File: src/rtl/dfp_pkg.sv
package dfp_pkg;

    localparam int CFG_W  = 32;
    localparam int CNT_W  = 7;
    localparam int WM_W   = 4;
    localparam int NUM_LB = 3;

    localparam logic [CFG_W-1:0] CFG_MASK = 32'h001F_FFFF;

    typedef struct packed {
        logic [10:0]      rsvd;
        logic             wm_en;
        logic [WM_W-1:0]  wm;
        logic [CNT_W-1:0] lp_lines;
        logic             sb_inv;
        logic             fb_inv_half;
        logic             fb_inv_rd;
        logic             fb_inv;
        logic             lb_inv;
        logic [1:0]       spare;
        logic             fill;
        logic             lp_vsync;
    } cfg_t;

    typedef struct packed {
        logic sb_inv;
        logic fb_inv_half;
        logic fb_inv_rd;
        logic fb_inv;
        logic lb_inv;
        logic fill;
    } prio_en_t;

    typedef struct packed {
        logic              sb_valid;
        logic              sb_below_half;
        logic              sb_reading;
        logic              fb_valid;
        logic [NUM_LB-1:0] lb_valid;
        logic              scaler_en;
        logic              fifo_hp;
        logic              lb_fill;
    } buf_stat_t;

    function automatic logic any_lb_invalid(input logic [NUM_LB-1:0] valid,
                                            input logic scaler_on);
        logic miss;
        miss = ~valid[0];
        for (int i = 1; i < NUM_LB; i++) begin
            miss = miss | (scaler_on & ~valid[i]);
        end
        return miss;
    endfunction

endpackage

File: src/rtl/dfp_cfg_reg.sv
module dfp_cfg_reg
    import dfp_pkg::*;
(
    input  logic             clk,
    input  logic             rst,
    input  logic             wr_en,
    input  logic [CFG_W-1:0] wr_data,
    output cfg_t             cfg_q
);

    always_ff @(posedge clk) begin
        if (rst) begin
            cfg_q <= '0;
        end else if (wr_en) begin
            cfg_q <= cfg_t'(wr_data & CFG_MASK);
        end
    end

endmodule

File: src/rtl/dfp_line_window.sv
module dfp_line_window
    import dfp_pkg::*;
(
    input  logic             clk,
    input  logic             rst,
    input  logic             vsync_pulse,
    input  logic             line_start,
    input  logic             enable,
    input  logic [CNT_W-1:0] end_count,
    output logic             lp_win
);

    logic [CNT_W-1:0] line_cnt;

    always_ff @(posedge clk) begin
        if (rst) begin
            line_cnt <= '1;
        end else if (vsync_pulse) begin
            line_cnt <= '0;
        end else if (line_start && (line_cnt != '1)) begin
            line_cnt <= line_cnt + 1'b1;
        end
    end

    always_comb begin
        lp_win = enable && (line_cnt < end_count);
    end

endmodule

File: src/rtl/dfp_prio_logic.sv
module dfp_prio_logic
    import dfp_pkg::*;
(
    input  logic      clk,
    input  logic      rst,
    input  prio_en_t  en,
    input  buf_stat_t st,
    input  logic      lp_win,
    output logic      prio_q
);

    logic hp_any;
    logic fill_hp;
    logic prio_d;

    always_comb begin
        hp_any = st.fifo_hp
               | (en.sb_inv      & ~st.sb_valid)
               | (en.fb_inv_half & ~st.fb_valid & st.sb_below_half)
               | (en.fb_inv_rd   & ~st.fb_valid & st.sb_reading)
               | (en.fb_inv      & ~st.fb_valid)
               | (en.lb_inv      & any_lb_invalid(st.lb_valid, st.scaler_en));
        fill_hp = en.fill & st.lb_fill;
        prio_d  = fill_hp | (hp_any & ~lp_win);
    end

    always_ff @(posedge clk) begin
        if (rst) begin
            prio_q <= 1'b0;
        end else begin
            prio_q <= prio_d;
        end
    end

endmodule

File: src/rtl/dfp_lb_gate.sv
module dfp_lb_gate
    import dfp_pkg::*;
#(
    parameter int FIFO_BYTES = 4096,
    parameter int WM_UNIT    = 256,
    parameter int LVL_W      = $clog2(FIFO_BYTES + 1)
) (
    input  logic             wm_en,
    input  logic [WM_W-1:0]  wm,
    input  logic [LVL_W-1:0] level,
    output logic             permit
);

    localparam int TW = LVL_W + WM_W + 1;

    logic [TW-1:0] threshold;

    always_comb begin
        threshold = TW'(wm) * TW'(WM_UNIT);
        if (wm_en) begin
            permit = TW'(level) >= threshold;
        end else begin
            permit = level == LVL_W'(FIFO_BYTES);
        end
    end

endmodule

File: src/rtl/disp_fetch_prio.sv
module disp_fetch_prio
    import dfp_pkg::*;
#(
    parameter int FIFO_BYTES = 4096,
    parameter int WM_UNIT    = 256,
    parameter int LVL_W      = $clog2(FIFO_BYTES + 1)
) (
    input  logic              clk,
    input  logic              rst,
    input  logic              cfg_wr_en,
    input  logic [CFG_W-1:0]  cfg_wr_data,
    output logic [CFG_W-1:0]  cfg_rd_data,
    input  logic              vsync_pulse,
    input  logic              line_start,
    input  logic              sb_valid,
    input  logic              sb_below_half,
    input  logic              sb_reading,
    input  logic              fb_valid,
    input  logic [NUM_LB-1:0] lb_valid,
    input  logic              scaler_en,
    input  logic              lb_fill_active,
    input  logic              fifo_wm_hp,
    input  logic [LVL_W-1:0]  fifo_level,
    output logic              req_high_prio,
    output logic              lb_load_ok
);

    cfg_t      cfg_q;
    prio_en_t  en;
    buf_stat_t st;
    logic      lp_win;

    dfp_cfg_reg i_cfg (
        .clk     (clk),
        .rst     (rst),
        .wr_en   (cfg_wr_en),
        .wr_data (cfg_wr_data),
        .cfg_q   (cfg_q)
    );

    assign cfg_rd_data = cfg_q;

    dfp_line_window i_win (
        .clk         (clk),
        .rst         (rst),
        .vsync_pulse (vsync_pulse),
        .line_start  (line_start),
        .enable      (cfg_q.lp_vsync),
        .end_count   (cfg_q.lp_lines),
        .lp_win      (lp_win)
    );

    always_comb begin
        en.sb_inv      = cfg_q.sb_inv;
        en.fb_inv_half = cfg_q.fb_inv_half;
        en.fb_inv_rd   = cfg_q.fb_inv_rd;
        en.fb_inv      = cfg_q.fb_inv;
        en.lb_inv      = cfg_q.lb_inv;
        en.fill        = cfg_q.fill;

        st.sb_valid      = sb_valid;
        st.sb_below_half = sb_below_half;
        st.sb_reading    = sb_reading;
        st.fb_valid      = fb_valid;
        st.lb_valid      = lb_valid;
        st.scaler_en     = scaler_en;
        st.fifo_hp       = fifo_wm_hp;
        st.lb_fill       = lb_fill_active;
    end

    dfp_prio_logic i_prio (
        .clk    (clk),
        .rst    (rst),
        .en     (en),
        .st     (st),
        .lp_win (lp_win),
        .prio_q (req_high_prio)
    );

    dfp_lb_gate #(
        .FIFO_BYTES (FIFO_BYTES),
        .WM_UNIT    (WM_UNIT),
        .LVL_W      (LVL_W)
    ) i_gate (
        .wm_en  (cfg_q.wm_en),
        .wm     (cfg_q.wm),
        .level  (fifo_level),
        .permit (lb_load_ok)
    );

endmodule

File: config.mk
export PLATFORM = sky130hd
export DESIGN_NAME = disp_fetch_prio
export DESIGN_NICKNAME = d
export VERILOG_FILES = /design/src/rtl/dfp_pkg.sv /design/src/rtl/dfp_cfg_reg.sv /design/src/rtl/dfp_line_window.sv /design/src/rtl/dfp_prio_logic.sv /design/src/rtl/dfp_lb_gate.sv /design/src/rtl/disp_fetch_prio.sv
export SDC_FILE = /design/constraint.sdc
export NUM_CORES = 1
export LEC_CHECK = 0
export ABC_AREA = 1
export BUFFER_PORTS_ARGS = -buffer_cell sky130_fd_sc_hd__buf_2
export CORE_MARGIN = 2
export CORE_UTILIZATION = 49
export CTS_CLUSTER_DIAMETER = 200
export DETAILED_ROUTE_END_ITERATION = 8
export GPL_ROUTABILITY_DRIVEN = 1
export HOLD_SLACK_MARGIN = 0.06
export PLACE_DENSITY = 0.86
export SLEW_MARGIN = 20
export SYNTH_ARGS = -nofsm -noshare
export SYNTH_HDL_FRONTEND = slang
export SYNTH_HIERARCHICAL = 1
export SYNTH_SLANG_ARGS = --single-unit
File: constraint.sdc
create_clock -name clk -period 3.05 [get_ports clk]
set_clock_uncertainty 0.05 [all_clocks]
set_input_delay 0.305 -clock clk [delete_from_list [all_inputs] [get_ports clk]]
set_output_delay 0.305 -clock clk [all_outputs]
set_load 0.02 [all_outputs]
==> results.json <==
{
  "combPwrFrac_pct": 24.1,
  "pwr-share-clk_pct": 32.0,
  "hold_viol": 0,
  "synth_simple_gate_area_share_pct": 36.3,
  "cp.arrival_ps": 1540,
  "viasPerCell": 4.44,
  "hold_path_class": "primary input to register",
  "synth-seq-cells": 29,
  "die_height_um": 64.8,
  "postCtsSetupRepairBufs": 0,
  "drt-initial-drc-count": 76,
  "synth_top_family_by_area": "simple AND/OR/NAND/NOR gates",
  "grt_overflow_total": 0,
  "cts_htree_levels": 2,
  "cts.clk_slew.worst_paths_ps": 60,
  "cts_root_buffer": "clkbuf_8",
  "p_per_area_nw_per_um2": 451,
  "tightest_slew_ps": 672,
  "p_seq_share_pct": 43.9,
  "clk_latency_ps": 280,
  "critPathLaunch": "i_cfg/cfg_q[18]",
  "clockBufferDepth": 2,
  "yosys.area.top_type": "dfxtp_1",
  "yosys.area_share.adder_pct": 7.60,
  "slew-limit-headroom_pct": 55.2,
  "place_congestion": 0.780,
  "rr_endpoint": "i_prio/prio_q",
  "grt_start_max_net_pins": 43,
  "cts.sinks": 29,
  "antenna_left": 0,
  "leakage_nw": 1.32,
  "maxSlewViolCount": 0,
  "synth_edf_count": 0,
  "r2r_slack_ps": 1540,
  "async_flop_share_pct": 0,
  "final_cells": 400,
  "cp-end-kind": "output port",
  "num_antenna_cells": 0,
  "cp_slowest_cell": "dfxtp_1",
  "status": "complete, no violations",
  "crit_fanout": 3,
  "netlist_instances": 282,
  "drc": 0,
  "reg2reg_depth": 9,
  "p_int_uw": 681,
  "cts_tree": "done",
  "rsz0062_at_grt": "no",
  "max_cap_viol_count": 0,
  "max_freq_mhz": 528,
  "drive_above_1_share_pct": 25.0,
  "grtUsageTotal_pct": 19.0,
  "rows": 22,
  "crit_end": "lb_load_ok",
  "netlist_top_cells_count": "nand2_1 (79), nor2_1 (56), inv_1 (49)",
  "pin_count": 94,
  "critPathMaxStageDelay_ps": 350,
  "place_hpwl_um": 2830,
  "dp.cells": 393,
  "cts_made_buffers": 5,
  "ctsHoldBuffers": 0,
  "coreArea_um2": 3610,
  "dr.pass1.iters": 4,
  "period_needed_ps": 1890,
  "synthXorXnorAreaFrac_pct": 0.967,
  "swShare_pct": 31.2,
  "required_ps": 2690,
  "nets": 423,
  "grt_pass1_vias": 1586,
  "cts_resized": 0,
  "grt_pass1_wl_um": 6290,
  "dieArea_um2": 4200,
  "mappedNetlistArea_um2": 1810,
  "hold_path_depth": 2,
  "tns_ps": 0,
  "ys_warn_count": 6,
  "ys_types": 22,
  "power_switching_uw": 309,
  "initial_utilization_pct": 50.2,
  "area_growth_pct": 21.3,
  "ir_worst_vdd_mv": 0.247,
  "synth_top_area_share_pct": 32.0,
  "wl_um": 3720,
  "fillers": 353,
  "seq_area_frac_synth_pct": 32.0,
  "synth.area.top_cells": "dfxtp_1 (32%), nand2_1 (16%), nor2_1 (12%)",
  "finalCritPeriodShare_pct": 62.1,
  "post_drt_wl_per_cell_um": 9.30,
  "portBuffers": 71,
  "synth-main-ff-cell": "dfxtp_1",
  "synth_compound_area_share_pct": 4.28,
  "synthMostInstantiatedCell": "nand2_1",
  "vias": 1774,
  "start_kind": "register",
  "cp_cell_sequence": "inv_1 -> ha_1 -> a21oi_1 -> nand2_1 -> a21oi_1 -> nand2_1 -> buf_2",
  "die_x_um": 64.8,
  "setup.worst_path.class": "register to output port",
  "r2r-start": "i_cfg/cfg_q[15]",
  "synth_mux_area_share_pct": 0,
  "syn_area_per_cell_um2": 6.42,
  "setup_viol": 0,
  "antenna_found_initial": 0
}
-- layout make-up --
| cell class | instances | area (um2) | share of cell area, % |
|---|---|---|---|
| well taps | 48 | 60.1 | 2.73 |
| flip-flops and latches | 29 | 581 | 26.4 |
| inverters | 49 | 184 | 8.37 |
| multi-input cells | 196 | 931 | 42.4 |
| clock buffers | 7 | 86.3 | 3.93 |
| repair buffers | 71 | 355 | 16.2 |
-- cells by family (layout without fill, tap and decap cells) --
| logic type | after synthesis | after routing |
|---|---|---|
| and+or+nand+nor | 159 | 159 |
| buffers and inverters | 67 | 127 |
| DFF | 29 | 29 |
| AOI/OAI and AO/OA | 13 | 13 |
| adders and majority gates | 11 | 11 |
| xor gates and xnor gates | 2 | 2 |
| other | 1 | 11 |
-- worst min path at each step --
| stage | to | start |
|---|---|---|
| floorplan | i_prio/prio_q | rst |
| global placement | i_cfg/cfg_q[2] | i_cfg/cfg_q[2] |
| detailed placement | i_cfg/cfg_q[3] | i_cfg/cfg_q[3] |
| CTS | i_prio/prio_q | rst |
| global route | i_prio/prio_q | rst |
| finish | i_prio/prio_q | rst |
-- power groups by stage --
stage                     Clock (mW)  Combinational [mW]  Sequential [mW]
after CTS                      0.326               0.240            0.434
after global placement             0               0.232            0.441
after global routing           0.335               0.274            0.439
after detailed placement           0               0.239            0.442
final                          0.317               0.239            0.434
after floorplan                    0               0.157            0.463
-- critical path, delay by kind of cell (launching register included) --
| kind | cells | cell delay (ps) |
|---|---|---|
| flops | 1 | 350 |
| compound gates | 2 | 260 |
| fa+ha+maj | 1 | 320 |
| simple gates | 2 | 130 |
| buf+inv | 2 | 200 |
-- metrics by stage --
step           power (mW)  hold slack [ps]  setup slack, ps  utilization [%]  area, um2
2_1_floorplan       0.620              317             1450                -       1850
6_report            0.990              153             1160             60.9       2200
5_1_grt              1.05              155             1020             60.9       2200
3_5_place_dp        0.681              419             1440             58.5       2110
4_1_cts              1.00              149             1150             60.9       2200
3_3_place_gp        0.673              405             1460             58.5       2110
-- flip-flops by register name, summed over array words and instances, names as in the netlist --
register / flops
i_cfg/cfg_q: 21
i_win/line_cnt: 7
i_prio/prio_q: 1
-- metal layers --
| metal | routed length (um) | vias to the layer above | track usage, % |
|---|---|---|---|
| met3 | 311 | 7 | 4.69 |
| li1 | - | 952 | - |
| met1 | 1610 | 745 | 21.7 |
| met2 | 1720 | 70 | 31.8 |
| met4 | 83 | 0 | 11.4 |
| met5 | 0 | - | 0 |
-- placed cells by master (no fill, tap or decap) --
cell / synthesis / routed
nand2_1: 79 / 79
buf_2: 0 / 71
nor2_1: 56 / 56
inv_1: 49 / 49
dfxtp_1: 29 / 29
nand3_1: 13 / 13
conb_1: 1 / 11
ha_1: 11 / 11
clkbuf_8: 0 / 6
a21oi_1: 6 / 6
o21ai_0: 3 / 3
nor2_2: 3 / 3
nand3_2: 2 / 2
a21oi_2: 2 / 2
nand2_2: 2 / 2
xor2_1: 2 / 2
clkbuf_1: 0 / 1
o21a_1: 1 / 1
nor2_4: 1 / 1
a21boi_0: 1 / 1
nor3_1: 1 / 1
nand2_4: 1 / 1
nand4_1: 1 / 1
Note: power is estimated with default switching activity, not from simulation.
